File: src/rtl/tod_pkg.sv
package tod_pkg;
  localparam int FRAC_W = 32;
  typedef logic [FRAC_W-1:0] frac_t;
endpackage

File: src/rtl/tod_phase_acc.sv
module tod_phase_acc
  import tod_pkg::*;
(
  input  logic  clk,
  input  logic  rst_n,
  input  logic  en,
  input  logic  clr,
  input  logic  add_we,
  input  frac_t add_wdata,
  output logic  tick
);
  frac_t             addend_q;
  frac_t             acc_q;
  logic [FRAC_W:0]   sum;

  always_comb begin
    sum  = {1'b0, acc_q} + {1'b0, addend_q};
    tick = en & sum[FRAC_W];
  end

  always_ff @(posedge clk) begin
    if (!rst_n) begin
      addend_q <= '0;
      acc_q    <= '0;
    end else begin
      if (add_we) addend_q <= add_wdata;
      if (clr)     acc_q <= '0;
      else if (en) acc_q <= sum[FRAC_W-1:0];
    end
  end

  AST_ACC_FROZEN: assert property (@(posedge clk) disable iff (!rst_n)
    !en && !clr |=> $stable(acc_q));
  AST_ADDEND_NEXT: assert property (@(posedge clk) disable iff (!rst_n)
    add_we |=> addend_q == $past(add_wdata));
endmodule

File: src/rtl/tod_prescaler.sv
module tod_prescaler #(
  parameter int PRS_W = 16
) (
  input  logic             clk,
  input  logic             rst_n,
  input  logic             tick,
  input  logic             clr,
  input  logic             prs_we,
  input  logic [PRS_W-1:0] prs_wdata,
  output logic             oclk,
  output logic [PRS_W-1:0] width
);
  logic [PRS_W-1:0] prs_q;
  logic [PRS_W-1:0] cnt_q;
  logic [PRS_W-1:0] lim;
  logic [PRS_W:0]   half;

  always_comb begin
    lim   = (prs_q == '0) ? '0 : prs_q - 1'b1;
    width = (prs_q == '0) ? PRS_W'(1) : prs_q;
    half  = ({1'b0, prs_q} + 1'b1) >> 1;
    oclk  = {1'b0, cnt_q} < half;
  end

  always_ff @(posedge clk) begin
    if (!rst_n) begin
      prs_q <= '0;
      cnt_q <= '0;
    end else begin
      if (prs_we) prs_q <= prs_wdata;
      if (clr)       cnt_q <= '0;
      else if (tick) cnt_q <= (cnt_q >= lim) ? '0 : cnt_q + 1'b1;
    end
  end

  AST_OCLK_RISE_AT_ZERO: assert property (@(posedge clk) disable iff (!rst_n)
    $rose(oclk) && !$past(prs_we) |-> cnt_q == '0);
  AST_CNT_HOLD: assert property (@(posedge clk) disable iff (!rst_n)
    !tick && !clr |=> $stable(cnt_q));
endmodule

File: src/rtl/tod_interval_pulse.sv
module tod_interval_pulse #(
  parameter int PER_W = 8,
  parameter int IVL_W = 32,
  parameter int PRS_W = 16
) (
  input  logic             clk,
  input  logic             rst_n,
  input  logic             tick,
  input  logic             clr,
  input  logic [PER_W-1:0] per,
  input  logic             ivl_we,
  input  logic [IVL_W-1:0] ivl_wdata,
  input  logic [PRS_W-1:0] width,
  output logic             pulse
);
  localparam int EW = IVL_W + 2;

  logic [IVL_W-1:0] ivl_q;
  logic [EW-2:0]    ela_q;
  logic [PRS_W-1:0] pcnt_q;
  logic [EW-1:0]    ela_nx;
  logic [EW-1:0]    tgt;
  logic [EW-1:0]    rem;
  logic             fire;

  always_comb begin
    ela_nx = {1'b0, ela_q} + EW'(per);
    tgt    = EW'(ivl_q) + EW'(per);
    rem    = ela_nx - tgt;
    fire   = tick && (ela_nx >= tgt);
    pulse  = pcnt_q != '0;
  end

  always_ff @(posedge clk) begin
    if (!rst_n) begin
      ivl_q  <= '0;
      ela_q  <= '0;
      pcnt_q <= '0;
    end else begin
      if (ivl_we) ivl_q <= ivl_wdata;
      if (clr) begin
        ela_q  <= '0;
        pcnt_q <= '0;
      end else if (tick) begin
        if (fire) begin
          ela_q  <= rem[EW-2:0];
          pcnt_q <= width;
        end else begin
          ela_q <= ela_nx[EW-2:0];
          if (pcnt_q != '0) pcnt_q <= pcnt_q - 1'b1;
        end
      end
    end
  end

  AST_FIRE_RAISES: assert property (@(posedge clk) disable iff (!rst_n)
    tick && !clr && (ela_nx >= tgt) |=> pulse);
  AST_PULSE_HOLD: assert property (@(posedge clk) disable iff (!rst_n)
    !tick && !clr |=> $stable(pulse));
  AST_RISE_ON_TICK: assert property (@(posedge clk) disable iff (!rst_n)
    $rose(pulse) |-> $past(tick));
endmodule

File: src/rtl/tod_counter.sv
module tod_counter
  import tod_pkg::*;
#(
  parameter int TIME_W = 64,
  parameter int PER_W  = 8,
  parameter int PRS_W  = 16,
  parameter int IVL_W  = 32,
  parameter int N_GEN  = 2
) (
  input  logic              clk,
  input  logic              rst_n,
  input  logic              enable,
  input  logic              addend_we,
  input  logic [FRAC_W-1:0] addend_wdata,
  input  logic              period_we,
  input  logic [PER_W-1:0]  period_wdata,
  input  logic              prescale_we,
  input  logic [PRS_W-1:0]  prescale_wdata,
  input  logic [N_GEN-1:0]  interval_we,
  input  logic [IVL_W-1:0]  interval_wdata,
  input  logic              time_we,
  input  logic [TIME_W-1:0] time_wdata,
  output logic [TIME_W-1:0] time_ns,
  output logic              out_clk,
  output logic [N_GEN-1:0]  pulse
);
  logic             tick;
  logic             load;
  logic [PER_W-1:0] per_q;
  logic [PRS_W-1:0] width;

  assign load = time_we & ~enable;

  always_ff @(posedge clk) begin
    if (!rst_n) begin
      per_q   <= '0;
      time_ns <= '0;
    end else begin
      if (period_we) per_q <= period_wdata;
      if (load)      time_ns <= time_wdata;
      else if (tick) time_ns <= time_ns + TIME_W'(per_q);
    end
  end

  tod_phase_acc u_acc (
    .clk       (clk),
    .rst_n     (rst_n),
    .en        (enable),
    .clr       (load),
    .add_we    (addend_we),
    .add_wdata (addend_wdata),
    .tick      (tick)
  );

  tod_prescaler #(.PRS_W(PRS_W)) u_prs (
    .clk       (clk),
    .rst_n     (rst_n),
    .tick      (tick),
    .clr       (load),
    .prs_we    (prescale_we),
    .prs_wdata (prescale_wdata),
    .oclk      (out_clk),
    .width     (width)
  );

  for (genvar g = 0; g < N_GEN; g++) begin : g_ivl
    tod_interval_pulse #(.PER_W(PER_W), .IVL_W(IVL_W), .PRS_W(PRS_W)) u_gen (
      .clk       (clk),
      .rst_n     (rst_n),
      .tick      (tick),
      .clr       (load),
      .per       (per_q),
      .ivl_we    (interval_we[g]),
      .ivl_wdata (interval_wdata),
      .width     (width),
      .pulse     (pulse[g])
    );
  end

  AST_TIME_HOLD: assert property (@(posedge clk) disable iff (!rst_n)
    !enable && !time_we |=> $stable(time_ns));
  AST_TIME_STEP: assert property (@(posedge clk) disable iff (!rst_n)
    enable |=> (time_ns == $past(time_ns)) ||
               (time_ns == $past(time_ns + TIME_W'(per_q))));
  AST_TIME_LOAD: assert property (@(posedge clk) disable iff (!rst_n)
    !enable && time_we |=> time_ns == $past(time_wdata));
endmodule

File: config.mk
export PLATFORM = sky130hd
export DESIGN_NAME = tod_counter
export DESIGN_NICKNAME = d
export VERILOG_FILES = /design/src/rtl/tod_pkg.sv /design/src/rtl/tod_phase_acc.sv /design/src/rtl/tod_prescaler.sv /design/src/rtl/tod_interval_pulse.sv /design/src/rtl/tod_counter.sv
export SDC_FILE = /design/constraint.sdc
export NUM_CORES = 1
export LEC_CHECK = 0
export BUFFER_PORTS_ARGS = -buffer_cell sky130_fd_sc_hd__buf_2
export CAP_MARGIN = 40
export CORE_MARGIN = 4
export CORE_UTILIZATION = 51
export DETAILED_ROUTE_END_ITERATION = 7
export PLACE_DENSITY_LB_ADDON = 0.15
export SLEW_MARGIN = 20
export SYNTH_ARGS = -nofsm -noshare
export SYNTH_HDL_FRONTEND = slang
export SYNTH_SLANG_ARGS = --single-unit
File: constraint.sdc
create_clock -name clk -period 12.8 [get_ports clk]
set_input_delay 1.28 -clock clk [delete_from_list [all_inputs] [get_ports clk]]
set_output_delay 1.28 -clock clk [all_outputs]
set_load 0.005 [all_outputs]
=== Yosys cells after proc, flatten, opt, wreduce, memory -nomap -nowiden ===
Cells that the tools add are included.

* Register bits after elaboration: 330
* Input bits: 161

* Add/subtract/negate cells: 13
* Order comparisons: 4
* Mux-type cells: 11
* Bitwise operators: 4
* Reductions and logical operators: 11

{| class="wikitable"
|+ Operator list
! cell !! count
|-
| $mux 64 || 2
|-
| $mux 16 || 7
|-
| $add 33x8->34 || 2
|-
| $ge 34x33->1 || 2
|-
| $add 32x8->33 || 2
|-
| $mux 33 || 2
|-
| $sub 33x33->33 || 2
|-
| $add 64x8->64 || 1
|-
| $sub 16x1->16 const B || 3
|-
| $add 32x32->33 || 1
|-
| $reduce_bool 16->1 || 2
|-
| $add 16x1->17 const B || 1
|-
| $add 16x1->16 const B || 1
|-
| $ge 16x16->1 || 1
|-
| $logic_not 16->1 || 1
|-
| $lt 16x16->1 || 1
|-
| $reduce_bool 2->1 || 3
|-
| $reduce_and 2->1 || 2
|-
| $and 1x1->1 || 2
|-
| $logic_and 1x1->1 || 2
|-
| $not 1->1 || 2
|-
| $reduce_or 2->1 || 1
|}

=== Logic depth before layout (Yosys ltp) ===
Gate-level depths: netlist of run 1.

* Depth in word-level cells: 5
* Mapped depth: 24

=== Cells and area by module ===
From an unflattened synthesis of run 1, not the netlist that was laid out.

* Cells, all modules: 3073
* Area, all modules: 24761.2 µm²

{| class="wikitable"
|+ Modules (own cells, without submodules)
! module !! times used !! cells an instance !! area each (µm²) !! seq. area each (µm²)
|-
| tod_interval_pulse at g_ivl[0].u_gen || 1 || 916 || 7235.7 || 1621.6
|-
| tod_interval_pulse at g_ivl[1].u_gen || 1 || 906 || 6982.9 || 1621.6
|-
| tod_counter || 1 || 487 || 3982.6 || 1441.4
|-
| tod_phase_acc || 1 || 436 || 3902.5 || 1281.2
|-
| tod_prescaler || 1 || 328 || 2657.5 || 640.6
|}

=== Worst setup path before layout of run 1 ===
Ideal clock, no wire load.

* Path kind: register to register
* Start point: reg per_q[1]
* End point: reg g_ivl[1].u_gen.ela_q[26]
* Library setup time: 74 ps
* Data arrival time: 4856 ps
* Required time: 12726 ps
* Slack: 7870 ps
* Stages on the path, launching flop included: 22
* Path buffers: 2
* Clock period less this slack: 4930 ps
* Cell sequence: dfxtp_1 -> inv_1 -> fa_1 -> nor2b_1 -> o21ai_0 -> a21o_1 -> a211o_1 -> nor3_1 -> and3_1 -> xor2_1 -> ha_1 -> clkbuf_1 -> nand3_1 -> a311oi_1 -> a311oi_1 -> o22a_1 -> o21ai_1 -> o211a_1 -> or2_1 -> buf_2 -> or4_1 -> a31oi_1

* Cells in the longest elaborated chain, start to end: 4
* Elaborated cells between the ends (all ways): 6

{| class="wikitable"
|+ Ends and longest elaborated chain
! element !! RTL line !! RTL
|-
| start, declared || tod_counter.sv:29 || <nowiki>logic [PER_W-1:0] per_q;</nowiki>
|-
| start signal, assigned || tod_counter.sv:39 || <nowiki>if (period_we) per_q <= period_wdata;</nowiki>
|-
| $add 33x8->34 or $add 32x8->33 (tied branches) || tod_interval_pulse.sv:27, tod_interval_pulse.sv:28 ||
|-
| $ge 34x33->1 || tod_interval_pulse.sv:30 || <nowiki>fire = tick && (ela_nx >= tgt);</nowiki>
|-
| $logic_and 1x1->1 || tod_interval_pulse.sv:30 ||
|-
| $mux 33 * || tod_interval_pulse.sv:45 || <nowiki>if (fire) begin</nowiki>
|-
| end signal, assigned || tod_interval_pulse.sv:46 || <nowiki>ela_q <= rem[EW-2:0];</nowiki>
|-
| end signal, assigned || tod_interval_pulse.sv:49 || <nowiki>ela_q <= ela_nx[EW-2:0];</nowiki>
|-
| end, declared || tod_interval_pulse.sv:19 || <nowiki>logic [EW-2:0] ela_q;</nowiki>
|}

Mark *: on every way between the ends. The rest lies on a longest branch, timed or not.
A chain may end at the register's enable or synchronous reset.

=== Final worst setup path of run 1 ===
* Start point: reg per_q[1]
* End point: reg g_ivl[1].u_gen.ela_q[25]

The elaborated chain is that of the path after synthesis.

==> impl_results.md, run 1 <==
- Area after DPL: 25,600 um^2
- Status: finished, final reports clean
- Multi-input logic area: 16,600 um^2
- TritonCTS clock tree: done
- Fmax: 148 MHz
- WL/cell: 19.1 um
- Vias: 23.1k
- Clock Pin Slew Worst Setup and Hold Paths: 0.06 ns
- Slew margin rel.: 43.2%
- CP Max Fanout: 31
- Net Count, Synth: 3,384
- Pin count of the biggest net entering global routing: 90
- Fin crit share: 53.0%
- Io pins: 228
- Max-cap violations: 0
- Finished Cell Area: 27,000 um^2
- Setup bufs post-CTS: 0
- Worst-Skew Late Latency: 0.58 ns
- Drc violations: 0
- Die area: 50,800 um^2
- Area share of the largest cell type after synthesis: 27.4%
- Final slew viol count: 0
- Hold wc startpoint: u_acc.acc_q[29]
- First-pass GRT wire length: 114 mm
- Top-count cell post-synth: dfxtp_1
- Placed Instances: 3,730
- Clock Skew: 0.0317 ns
- RSZ-0062 raised after global routing: false
- Num rows: 79
- Initial antenna violation count: 5
- Initial Util: 51.7%
- All-layer global routing usage: 27.2%
- Core area: 46,700 um^2
- Final wirelength: 72.5 mm
- Final GP Congestion: 0.917
- Predominant post-synthesis flop cell: dfxtp_1
- Final non-filler cell total: 3,803
- Synth async-reset ratio: 0%
- Seq. cell area: 6610 um^2
- Gr ovfl total: 0
- Final setup viols: 0
- Vias per inst: 6.08
- Worst Max-Slew Pin Slew: 0.852 ns
- H-tree levels: 2
- Min-delay worst type: reg2reg
- Drt pass-1 iters: 5
- Reg2Reg Depth: 18
- Synthesized area: 24,100 um^2
- NumNets Final: 3,510
- Post-DRT Antenna Nets: 0
- Min Tclk post-route: 6.78 ns
- Reg-to-reg slack, setup: 6.02 ns
- Leading area contributor after synthesis: dfxtp_1
- Filler Cell Count: 4,343
- Synthesis-stage register bit count: 330
- Cts hold-fix bufs: 0
- DR iter-0 viols: 1,429
- Mapped Cells: 3,041
- Post-synth EDFFs: 0
- VDD IR max: 79.4 uV
- Hold EP: u_acc.acc_q[29]
- Setup TNS: 0 ns
- Post-synthesis cell type count: 83
- Die X: 225 um
- Synthesis warning total: 0
- Clk root buf: clkbuf_16
- CP required: 13.24 ns
- RR Endpoint: g_ivl[1].u_gen.ela_q[25]
- TritonCTS buffer count: 40
- CP startpoint kind: flip-flop
- Critical Path AT: 7.22 ns
- Top post-synthesis cells by area: dfxtp_1 (27%), ha_1 (9.0%), mux2i_1 (6.8%)
- Hold Fails Final Rpt: 0
- WHS: 0.460 ns
- Avg Cell Area, Syn: 7.93 um^2
- Worst r2r src: per_q[1]
- Worst setup EP type: flip-flop
- Post-CTS resize count: 0
- Hold path depth: 2
- Vias in the first global route: 21.6k
- Pwr dens: 103 nW/um^2
- Top cells by instance count after synthesis: dfxtp_1 (330), nor2_1 (312), o21ai_0 (230)
- DIE HEIGHT: 225 um
- Pleak: 0.0116 uW
- Clock Sinks: 330
- Crit path kind: reg2reg
- Area growth, synth to finish: 11.9%
- PortBufs: 227
- Share of layout cells above drive strength 1: 10.9%
- Dpl hpwl: 54.5 mm
- Seq/Total Area, Yosys: 27.4%
- Clk buf depth: 3
-- state kept, by name (all words and copies together) (netlist names) --
name and count:
g_ivl.u_gen.ela_q 66, per_q 8, u_prs.prs_q 16, u_acc.addend_q 32, time_ns 64, u_prs.cnt_q 16
u_acc.acc_q 32, g_ivl.u_gen.pcnt_q 32, g_ivl.u_gen.ivl_q 64
-- logic make-up after synthesis --
| family | count (synthesis) | synth area share, % |
|---|---|---|
| XOR/XNOR | 280 | 10.2 |
| AO/OA/AOI/OAI | 769 | 20.2 |
| adder cells (fa/ha/maj) | 182 | 9.70 |
| multiplexers | 169 | 7.04 |
| buffers and inverters | 241 | 4.02 |
| AND/OR/NAND/NOR | 1070 | 21.4 |
| flip-flops | 330 | 27.4 |
-- worst max-delay path, cell delays in order (launching register included) --
cell and delay [ns]:
dfxtp_1 0.58, inv_1 0.22, fa_1 0.50, nor2b_1 0.12
o21ai_0 0.11, a21o_1 0.19, a211o_1 0.37, nor2_1 0.44
nand4_1 0.24, xnor2_1 0.22, ha_1 0.56, nand4_1 0.27
or4_1 0.52, o21ai_1 0.19, o211a_1 0.55, or2_1 0.49
buf_4 0.44, mux2_2 0.38, a32o_1 0.20
-- power breakdown --
part           leakage, uW  internal [uW]  switching [uW]  total [uW]
logic              0.00821            209             282         491
registers          0.00270           1070            53.6        1120
clock network     0.000656            695             458        1150
-- layout make-up --
| cell class | instances | share of cell area [%] |
|---|---|---|
| multi-input combinational | 2470 | 61.4 |
| sequential | 330 | 24.5 |
| timing repair buffer | 249 | 5.21 |
| clock buffer | 58 | 4.49 |
| tap | 607 | 2.82 |
| inverter | 76 | 1.07 |
| clock inverter | 10 | 0.459 |
| antenna | 3 | 0.0278 |
-- per-stage QoR --
step                power (uW)  setup slack [ns]  utilization [%]
floorplan                 1470              7.87                -
global placement          1610              6.37             54.5
detailed placement        1630              6.13             54.8
CTS                       2790              6.06             57.7
global route              2890              5.56             57.8
finish                    2770              6.02             57.8
-- metal layers --
layer  global-route usage, %  vias to the layer above  wire length, um
met1                    36.7                    10921            32400
met4                    9.01                        6             2250
met3                    4.53                      137             5250
li1                        -                    11339                -
met5                       0                        -               35
met2                    44.3                      719            32500
-- cells in the final DEF (no fill, tap or decap), drive strengths merged, types with 8 or more instances in the layout --
cell	n
nand4	50
nor4	16
clkbuf	58
o21a	21
nand3	141
fa	8
or3	39
dfxtp	330
a311oi	10
a211oi	40
a21o	60
xor2	120
nor2	315
o31ai	23
mux2i	164
nor2b	27
o21bai	19
nand2	229
and4	16
inv	76
nor3	87
and3	67
or4	18
and2	15
a31oi	59
nand2b	26
o31a	8
buf	248
ha	174
o2111ai	8
xnor2	160
o21ai	235
a21oi	180
-- how the worst max path moves through the flow --
stage	from	endpoint	slack, ns
2_1_floorplan	per_q[1]	g_ivl[1].u_gen.ela_q[26]	7.87
3_3_place_gp	per_q[1]	g_ivl[1].u_gen.ela_q[25]	6.37
3_5_place_dp	per_q[1]	g_ivl[1].u_gen.ela_q[25]	6.13
4_1_cts	per_q[1]	g_ivl[1].u_gen.ela_q[25]	6.06
5_1_grt	per_q[1]	g_ivl[1].u_gen.ela_q[25]	5.56
6_report	per_q[1]	g_ivl[1].u_gen.ela_q[25]	6.02
No activity file was read; power rests on OpenSTA's default activity.
==> run 2, diff against run 1 <==
clock period = 6.4 ns   (was 12.8 ns; I/O delays follow)
==> run 2 against run 1 <==
  * Clock power rose by 120%
  * Die area did not move
  * Wire length rose by 0.69%
  * Sequential share of layout area fell by 0.22 points
  * Maximum frequency rose by 13%
==> impl_results.md, run 2 (synthesis gave the netlist of run 1 again) <==
- Final setup viols: 0 (unchanged)
- CP endpoint: g_ivl[1].u_gen.ela_q[12]
- Largest Register: g_ivl.u_gen.ela_q
- Filler Cell Count: 4,262 (-1.9%)
- Die X: 225 um (unchanged)
- Initial antenna violation count: 6 (+1)
- Kind of cell adding the most delay to the critical path: compound AO/OA/AOI/OAI gates
- All-layer global routing usage: 27.5% (+0.32 points)
- Area growth, synth to finish: 12.9%
- Clock Skew: 0.0349 ns (+0.00312 ns)
- Clk root buf: clkbuf_16
- Worst-path cell chain: inv_1, fa_1, nor2b_1, o21ai_0, a21o_1, a211o_1, nor3_1, and3_1, xor2_1, ha_1, nand3_1, a311oi_1, a311oi_1, o22a_1, o21ai_1, o211a_1, or2_1, buf_12, mux2_2, a21oi_1
- Slew margin rel.: 41.0% (-2.2 points)
- Dpl hpwl: 54.6 mm (+0.27%)
- PortBufs: 227 (unchanged)
- Largest regs: g_ivl.u_gen.ela_q x66, g_ivl.u_gen.ivl_q x64, time_ns x64
- Crit path kind: reg2reg
- Pin count of the biggest net entering global routing: 71 (-21%)
- Worst setup EP type: flip-flop
- Cts hold-fix bufs: 0 (unchanged)
- Post-CTS resize count: 0 (unchanged)
- Min-delay worst type: in2reg
- CP max stage cell: dfxtp_1
- Setup TNS: 0 ns (unchanged)
- Min Tclk post-route: 5.99 ns (-0.789 ns)
- Seq. cell area: 6610 um^2 (unchanged)
- DIE HEIGHT: 225 um (unchanged)
- Finished Cell Area: 27,200 um^2 (+0.90%)
- Most common cell type on the critical path: a311oi_1
- Setup bufs post-CTS: 0 (unchanged)
- Reg2Reg Depth: 20 (+2)
- Worst-Skew Late Latency: 0.58 ns (about the same)
- Vias in the first global route: 21.8k (+0.99%)
- Max-cap violations: 0 (unchanged)
- Area after DPL: 25,700 um^2 (+0.48%)
- Clk buf depth: 3 (unchanged)
- VDD IR max: 166 uV (+110%)
- Drc violations: 0 (unchanged)
- Fin crit share: 93.6% (+41 points)
- Critical Path Max Stage Delay: 0.57 ns (about the same)
- Most common cell after layout, fill and taps aside: dfxtp_1
- Core area: 46,700 um^2 (unchanged)
- Gr ovfl total: 0 (unchanged)
- TritonCTS buffer count: 40 (unchanged)
- RR Endpoint: g_ivl[1].u_gen.ela_q[12]
- Status: finished, final reports clean
- NumNets Final: 3,521 (+0.31%)
- Drt pass-1 iters: 5 (unchanged)
- DR iter-0 viols: 1,789 (+25%)
- Crit path launch: per_q[1]
- H-tree levels: 2 (unchanged)
- Worst r2r src: per_q[1]
- Share of layout cells above drive strength 1: 11.4% (+0.51 points)
- RSZ-0062 raised after global routing: false
- CP Max Fanout: 24 (-23%)
- Vias per inst: 6.05 (-0.52%)
- Most frequent cells in the layout: dfxtp_1 (330), nor2_1 (311), o21ai_0 (230)
- Critical Path AT: 6.47 ns (-0.75 ns)
- Max FFs per register: 66 (unchanged)
- CP required: 6.88 ns (-6.36 ns)
- First-pass GRT wire length: 115 mm (+1.4%)
- Post-DRT Antenna Nets: 0 (unchanged)
- Num rows: 79 (unchanged)
- Multi-input logic area: 16,600 um^2 (unchanged)
- Clock Pin Slew Worst Setup and Hold Paths: 0.06 ns (about the same)
- Vias: 23.1k (-0.15%)
- Reg-to-reg slack, setup: 0.41 ns (-5.61 ns)
- Pwr dens: 213 nW/um^2 (+110%)
- Final GP Congestion: 0.943 (+2.9%)
- Io pins: 228 (unchanged)
- Worst Max-Slew Pin Slew: 0.863 ns (+0.0104 ns)
- WP buf/inv: 2 (unchanged)
- Die area: 50,800 um^2 (unchanged)
- WL/cell: 19.1 um (+0.32%)
- CP startpoint kind: flip-flop
- Pleak: 0.0117 uW (+1.1%)
- Fmax: 167 MHz (+13%)
- Initial Util: 51.7% (unchanged)
- Clock Sinks: 330 (unchanged)
- Final slew viol count: 0 (unchanged)
- Final wirelength: 72.9 mm (+0.69%)
- TritonCTS clock tree: done
- Levels on crit path: 20 (+2)
- Hold Fails Final Rpt: 0 (unchanged)
-- run 2: changes by cell type in the layout (fill, tap and decap cells not counted), moves of 2 or more --
cell,before,now
buf_4,14,26
clkbuf_8,12,9
clkinv_2,4,8
bufinv_16,2,8
buf_16,4,2
clkbuf_1,5,3
buf_12,1,5
-- run 2: tightest hold or removal path, cell delays in order --
cell     delay, ns
buf_2         0.08
mux2i_1       0.05
nor2_1        0.07
-- run 2: stage by stage --
stage	power (uW)	utilization, %	hold slack [ns]	instances	setup WS [ns]
global route	6040	58.3	0.287	3816	0.0854
detailed placement	3260	55.1	0.449	3743	0.578
global placement	3240	54.8	0.447	3737	0.718
finish	5790	58.3	0.298	3817	0.411
CTS	5830	58.3	0.270	3815	0.504
floorplan	2950	-	0.432	3041	1.47
-- run 2: final cells by class --
class | count | area share, %
Antenna cell | 2 | 0.0184
Multi-Input combinational cell | 2470 | 60.9
Tap cell | 607 | 2.79
Clock buffer | 53 | 4.27
Clock inverter | 19 | 1.23
Timing Repair Buffer | 260 | 5.46
Inverter | 76 | 1.06
Sequential cell | 330 | 24.3
-- run 2: power by group --
part | internal [uW] | switching [uW] | total, uW
combinational | 421 | 565 | 987
sequential | 2140 | 108 | 2250
clock | 1600 | 956 | 2560
-- run 2: per-layer routing --
layer | track usage [%] | routed length (um)
met1 | 37.5 | 33000
met2 | 45.1 | 32900
met3 | 4.29 | 4900
met4 | 8.10 | 2070
met5 | 0 | 53
-- run 2: worst min path at each step --
stage,slack [ns],start,depth (start not counted),end
CTS,0.27,addend_wdata[6],3,u_acc.addend_q[6]
floorplan,0.43,u_acc.acc_q[29],2,u_acc.acc_q[29]
finish,0.30,prescale_wdata[8],3,u_prs.prs_q[8]
global placement,0.45,u_acc.acc_q[31],2,u_acc.acc_q[31]
global route,0.29,prescale_wdata[8],3,u_prs.prs_q[8]
detailed placement,0.45,u_acc.acc_q[30],2,u_acc.acc_q[30]
